==> config.mk <==
export PLATFORM = sky130hd
export DESIGN_NAME = gf2_dot_tree
export DESIGN_NICKNAME = d
export VERILOG_FILES = /design/src/rtl/gf2_dot_pkg.sv /design/src/rtl/gf2_leaf_stage.sv /design/src/rtl/gf2_xor_level.sv /design/src/rtl/gf2_valid_pipe.sv /design/src/rtl/gf2_dot_tree.sv
export SDC_FILE = /design/constraint.sdc
export NUM_CORES = 1
export LEC_CHECK = 0
export ABC_AREA = 1
export BUFFER_PORTS_ARGS = -buffer_cell sky130_fd_sc_hd__buf_2
export CORE_MARGIN = 2
export CORE_UTILIZATION = 39
export DETAILED_ROUTE_END_ITERATION = 6
export PLACE_DENSITY = 0.81
export SKIP_CTS_REPAIR_TIMING = 1
export SLEW_MARGIN = 20
export SYNTH_ARGS = -nofsm -noshare
export SYNTH_HDL_FRONTEND = slang
export SYNTH_SLANG_ARGS = --single-unit
==> constraint.sdc <==
create_clock -name clk -period 0.8 [get_ports clk]
set_input_delay 0.16 -clock clk [delete_from_list [all_inputs] [get_ports clk]]
set_output_delay 0.16 -clock clk [all_outputs]
set_load 0.02 [all_outputs]
==> src/rtl/gf2_dot_pkg.sv <==
// Package gf2_dot_pkg
// Shared sizing functions for the GF(2) inner-product tree. The leaf row
// and every node level derive their widths from these functions. The
// functions assume a fan-in of at least 2.
package gf2_dot_pkg;

    // Ceiling division, n / d rounded up.
    function automatic int ceil_div(input int n, input int d);
        return (n + d - 1) / d;
    endfunction

    // Bit count at a tree level: level 0 is the leaf row, and each higher
    // level divides the count below it by the fan-in, rounded up.
    function automatic int level_w(input int leaves, input int fan, input int lvl);
        int w;
        w = leaves;
        for (int i = 0; i < lvl; i++) begin
            w = ceil_div(w, fan);
        end
        return w;
    endfunction

    // Number of node levels needed to bring the leaf row down to one bit.
    function automatic int node_levels(input int leaves, input int fan);
        int w;
        int n;
        w = leaves;
        n = 0;
        for (int i = 0; i < 32; i++) begin
            if (w > 1) begin
                w = ceil_div(w, fan);
                n++;
            end
        end
        return n;
    endfunction

endpackage

==> src/rtl/gf2_leaf_stage.sv <==
// Module gf2_leaf_stage
// First registered stage. The operands are cut into groups of PAIRS bit
// pairs. Each group ANDs its pairs and XORs the products into one leaf
// bit. When VEC_W is not a multiple of PAIRS, the top group is padded
// with zeros, and the padding adds nothing to the parity.
// Assumes PAIRS >= 1. Reset is synchronous and active low.
module gf2_leaf_stage
    import gf2_dot_pkg::*;
#(
    parameter int VEC_W  = 96,
    parameter int PAIRS  = 3,
    localparam int LEAVES = ceil_div(VEC_W, PAIRS)
) (
    input  logic              clk,
    input  logic              rst_n,
    input  logic [VEC_W-1:0]  vec_a,
    input  logic [VEC_W-1:0]  vec_b,
    output logic [LEAVES-1:0] leaf_q
);
    localparam int PAD_W = LEAVES * PAIRS;

    logic [PAD_W-1:0]  a_pad;
    logic [PAD_W-1:0]  b_pad;
    logic [LEAVES-1:0] leaf_d;

    // Zero-extend both operands to a whole number of leaf groups.
    always_comb begin
        a_pad = '0;
        b_pad = '0;
        a_pad[VEC_W-1:0] = vec_a;
        b_pad[VEC_W-1:0] = vec_b;
    end

    for (genvar g = 0; g < LEAVES; g++) begin : g_leaf
        // Each leaf gives the parity of its ANDed bit pairs.
        assign leaf_d[g] = ^(a_pad[g*PAIRS +: PAIRS] & b_pad[g*PAIRS +: PAIRS]);
    end

    // Register the leaf row, which is cleared by reset.
    always_ff @(posedge clk) begin
        if (!rst_n) begin
            leaf_q <= '0;
        end else begin
            leaf_q <= leaf_d;
        end
    end

endmodule

==> src/rtl/gf2_xor_level.sv <==
// Module gf2_xor_level
// One registered node level of the reduction tree. The input bits are
// grouped in FAN-wide slices, and each node registers the XOR of its slice.
// The last slice is zero-padded, which does not change its parity.
// Assumes IN_N >= 1 and FAN >= 2. Reset is synchronous and active low.
module gf2_xor_level
    import gf2_dot_pkg::*;
#(
    parameter int IN_N  = 32,
    parameter int FAN   = 6,
    localparam int OUT_N = ceil_div(IN_N, FAN)
) (
    input  logic             clk,
    input  logic             rst_n,
    input  logic [IN_N-1:0]  in_bits,
    output logic [OUT_N-1:0] out_q
);
    localparam int PAD_N = OUT_N * FAN;

    logic [PAD_N-1:0] in_pad;
    logic [OUT_N-1:0] node_d;

    // Zero-extend the input row to whole node slices.
    always_comb begin
        in_pad = '0;
        in_pad[IN_N-1:0] = in_bits;
    end

    for (genvar n = 0; n < OUT_N; n++) begin : g_node
        // Each node gives the parity of its FAN-wide slice.
        assign node_d[n] = ^in_pad[n*FAN +: FAN];
    end

    // Register the node outputs, which are cleared by reset.
    always_ff @(posedge clk) begin
        if (!rst_n) begin
            out_q <= '0;
        end else begin
            out_q <= node_d;
        end
    end

endmodule

==> src/rtl/gf2_valid_pipe.sv <==
// Module gf2_valid_pipe
// Shift line of DEPTH flops that delays the input strobe by the data
// latency of the tree. Each flop is cleared by the synchronous active-low
// reset, so strobes in flight are dropped. Assumes DEPTH >= 1.
module gf2_valid_pipe #(
    parameter int DEPTH = 3
) (
    input  logic clk,
    input  logic rst_n,
    input  logic in_valid,
    output logic out_valid
);
    logic [DEPTH-1:0] v_q;

    for (genvar k = 0; k < DEPTH; k++) begin : g_stage
        logic v_in;
        if (k == 0) begin : g_head
            assign v_in = in_valid;
        end else begin : g_tail
            assign v_in = v_q[k-1];
        end

        // Move the strobe one stage on each clock.
        always_ff @(posedge clk) begin
            if (!rst_n) begin
                v_q[k] <= 1'b0;
            end else begin
                v_q[k] <= v_in;
            end
        end
    end

    assign out_valid = v_q[DEPTH-1];

endmodule

==> src/rtl/gf2_dot_tree.sv <==
// Module gf2_dot_tree (top)
// Pipelined inner product over GF(2). A registered leaf row is followed by
// registered XOR node levels until one bit remains. The strobe travels
// through a shift line of the same depth. A new pair can be taken on every
// clock. Assumes VEC_W >= 1, LEAF_PAIRS >= 1 and NODE_FAN >= 2. Reset is
// synchronous and active low.
module gf2_dot_tree
    import gf2_dot_pkg::*;
#(
    parameter int VEC_W      = 96,
    parameter int LEAF_PAIRS = 3,
    parameter int NODE_FAN   = 6
) (
    input  logic             clk,
    input  logic             rst_n,
    input  logic             in_valid,
    input  logic [VEC_W-1:0] vec_a,
    input  logic [VEC_W-1:0] vec_b,
    output logic             out_valid,
    output logic             out_bit
);
    localparam int LEAVES = ceil_div(VEC_W, LEAF_PAIRS);
    localparam int NLV    = node_levels(LEAVES, NODE_FAN);
    localparam int LAT    = 1 + NLV;

    logic [LEAVES-1:0] leaf_bits;
    logic              root_bit;

    gf2_leaf_stage #(
        .VEC_W (VEC_W),
        .PAIRS (LEAF_PAIRS)
    ) i_leaf (
        .clk    (clk),
        .rst_n  (rst_n),
        .vec_a  (vec_a),
        .vec_b  (vec_b),
        .leaf_q (leaf_bits)
    );

    for (genvar l = 1; l <= NLV; l++) begin : g_lvl
        localparam int IN_N  = level_w(LEAVES, NODE_FAN, l - 1);
        localparam int OUT_N = level_w(LEAVES, NODE_FAN, l);

        logic [IN_N-1:0]  lvl_in;
        logic [OUT_N-1:0] lvl_out;

        if (l == 1) begin : g_first
            assign lvl_in = leaf_bits;
        end else begin : g_next
            assign lvl_in = g_lvl[l-1].lvl_out;
        end

        gf2_xor_level #(
            .IN_N (IN_N),
            .FAN  (NODE_FAN)
        ) i_level (
            .clk     (clk),
            .rst_n   (rst_n),
            .in_bits (lvl_in),
            .out_q   (lvl_out)
        );
    end

    if (NLV == 0) begin : g_root_leaf
        assign root_bit = leaf_bits[0];
    end else begin : g_root_tree
        assign root_bit = g_lvl[NLV].lvl_out[0];
    end

    gf2_valid_pipe #(
        .DEPTH (LAT)
    ) i_vpipe (
        .clk       (clk),
        .rst_n     (rst_n),
        .in_valid  (in_valid),
        .out_valid (out_valid)
    );

    assign out_bit = root_bit;

endmodule

==> impl_results.md <==
- Slew HR: 0.8618
- Syn nets: 708
- Logic pwr share: 0.336
- Setup ws final: -0.09257 ns
- Worst Min Path Start: in_valid
- Dpl hpwl: 6217 um
- Synth area leaders: nand2_1 36%, dfxtp_1 28%, a21oi_2 8.6%, inv_1 7.5%, nand4_1 6.8%
- GRT Residual Overflow: 0
- Vias: 3727
- Die height: 91.16 um
- Largest net degree at the start of global routing: 15
- ANT nets after route: 0
- Sequential Power Share: 0.439
- Violated checks: setup timing
- Endpoints failing setup: 8
- Final slew viol count: 0
- P_sw: 1780 uW
- H-Tree Depth: 2
- Syn. warnings: 0
- Clk network pwr share: 0.225
- P_leak: 0.002528 uW
- Ports: 197
- # rows: 31
- Worst path bufs/invs: 1
- Power Density: 1293 mW/mm2
- Top cell family by delay on the critical path: flip-flops
- Max IR drop VDD: 0.0005968 V
- GPL Wtd Cong: 0.7953
- Post-DP Area: 0.004090 mm2
- Register-to-Register Path Depth: 7
- Post-synth top flop: dfxtp_1
- Post-synthesis sequential area ratio: 0.2838
- Starting density of the core: 0.4063
- FF-to-FF Start: g_lvl[1].i_level.out_q[2]
- Drt pass-1 iters: 4
- CTS tree: built
- Routed wire length: 7251 um
- Worst Hold Path Cells: 3
- Initial drt markers: 68
- Period minus WS final: 0.8926 ns
- Final Hold Fails: 0
- Post-synth top area share: 0.3611
- Vias in the first global route: 3355
- Synth top cells by count: 285 x nand2_1, 59 x inv_1, 42 x dfxtp_1, 38 x nand3_1, 32 x nand4_1
- Setup CP Type: reg2out
- Worst Path Arrival: 0.73 ns
- Worst Path Required: 0.64 ns
- Via-per-instance ratio: 4.573
- Longest Clk Path Bufs: 2
- Crit path depth: 1
- Internal power: 3830 uW
- Distinct cell type count after synthesis: 13
- MaxCap Viol Count: 0
- Core area: 0.007292 mm2
- Crit end category: output port
- Hold EP: i_vpipe.g_stage[1].v_in
- Synthesis-to-layout area growth: 46.49%
- Num CTS Buffers: 5
- Most common cell in the synthesized netlist: nand2_1
- Clock skew: 0.001909 ns
- WL/cell: 8.897 um
- Sw Share: 0.3172
- Die Wd: 91.16 um
- GR Util All Layers: 0.1692
- Fmax: 1.120 GHz
- Worst-Margin Slew: 0.2071 ns
- Worst Path Max Fanout: 1
- Worst r2r dst: g_lvl[2].i_level.out_q
- Worst-path cell chain: buf_6
- Fin nets: 911
- Critical path's slowest cell: dfxtp_2
- Ant. Diodes: 0
- Post-Syn Area: 0.002963 mm2
- Worst R2R Setup Slack: -0.08 ns
- Latest clock arrival within the worst-skew pair: 0.29 ns
- CTS root buf: clkbuf_8
- Layout cell share with drive strength beyond 1: 0.4413
- Clock-pin slew on the worst setup and hold paths: 0.07 ns
- Pre-CTS setup slack: -0.07637 ns
- Synthesized netlist cell count: 513
- Residual DRC count: 0
- Design area: 0.004340 mm2
- Area leader, netlist: nand2_1
- IO Port Bufs: 196
- CP max stage delay: 0.32 ns
- Min-delay worst type: in2reg
- Post-synth EDFFs: 0
- Tcrit/Tclk final: 1.116
- Syn Area/Cell: 5.776 um2
- Status: finished with violations
- Clock Sinks: 42
- Ys async rst share: 0
- RSZ-0062 raised after global routing: true
- Setup crit start kind: flip-flop
- Post-synthesis register bit count: 42
- Die area: 0.008310 mm2
- Initial antenna violation count: 0
- First-pass GRT wire length: 12100 um
## per-stage QoR
stage	power [uW]	util	hold WS [ns]	setup TNS [ns]	instances
global placement	4083	0.5609	0.3423	-0.2395	808
global route	6018	0.5952	0.06766	-1.007	815
CTS	5434	0.5714	0.03977	-0.7679	815
detailed placement	4163	0.5609	0.3490	-0.4143	808
floorplan	3424	-	0.2576	0	513
finish	5610	0.5952	0.04633	-0.5650	815
## worst max path at each step
stage / startpoint / endpoint / slack (ns)
after CTS: g_lvl[2].i_level.out_q / out_bit / -0.14
after global routing: i_leaf.leaf_q[27] / g_lvl[1].i_level.out_q[4] / -0.13
after global placement: i_leaf.leaf_q[0] / g_lvl[1].i_level.out_q[0] / -0.06
after floorplan: i_leaf.leaf_q[2] / g_lvl[1].i_level.out_q[0] / 0.007
after detailed placement: i_leaf.leaf_q[9] / g_lvl[1].i_level.out_q[1] / -0.08
final: g_lvl[2].i_level.out_q / out_bit / -0.09
## state kept, by name (all words and copies together), names as in the netlist
signal	count
i_leaf.leaf_q	32
i_vpipe.g_stage.v_in	2
i_vpipe.out_valid	1
g_lvl.i_level.out_q	7
## layout make-up
type	count	area, um2
inverter	60	227.7
multi-input combinational	407	1978
tap	99	123.9
sequential	42	873.3
clock buffer	7	76.32
timing repair buffer	200	1061
fill	731	2952
## cell usage in the layout (no fill, tap or decap), types with 2 or more instances in the layout
master      n
nand2_2    15
inv_2      22
a21oi_1     4
clkbuf_1    2
a21oi_2    34
nand3_1    33
buf_2     194
buf_6       2
nand3_2     5
dfxtp_2    26
clkbuf_8    5
inv_1      37
dfxtp_1    16
nand2_1   270
nand4_1    32
nor2_2      2
buf_12      3
nor2_1      5
xor2_2      6
## kinds of logic (layout without fill, tap and decap cells)
group | after synthesis | after routing | share of synthesized area
compound gates | 38 | 38 | 0.1009
buf+inv | 64 | 267 | 0.09206
flops | 42 | 42 | 0.2838
xor+xnor | 7 | 7 | 0.02069
simple gates | 362 | 362 | 0.5025
## routing by layer
metal,up-vias,wire length (um),GRT usage
met1,1590,2801,0.1720
met4,0,110,0.06187
li1,2018,-,-
met3,10,407,0.02905
met5,-,0,0
met2,109,3931,0.3389
## power by group through the flow
stage,logic [uW],clock network [uW],registers [uW]
6_report,1890,1260,2460
5_1_grt,2150,1390,2480
4_1_cts,1730,1310,2390
3_5_place_dp,1720,0,2440
3_3_place_gp,1650,0,2430
2_1_floorplan,986,0,2440
No activity file was read; power rests on OpenSTA's default activity.
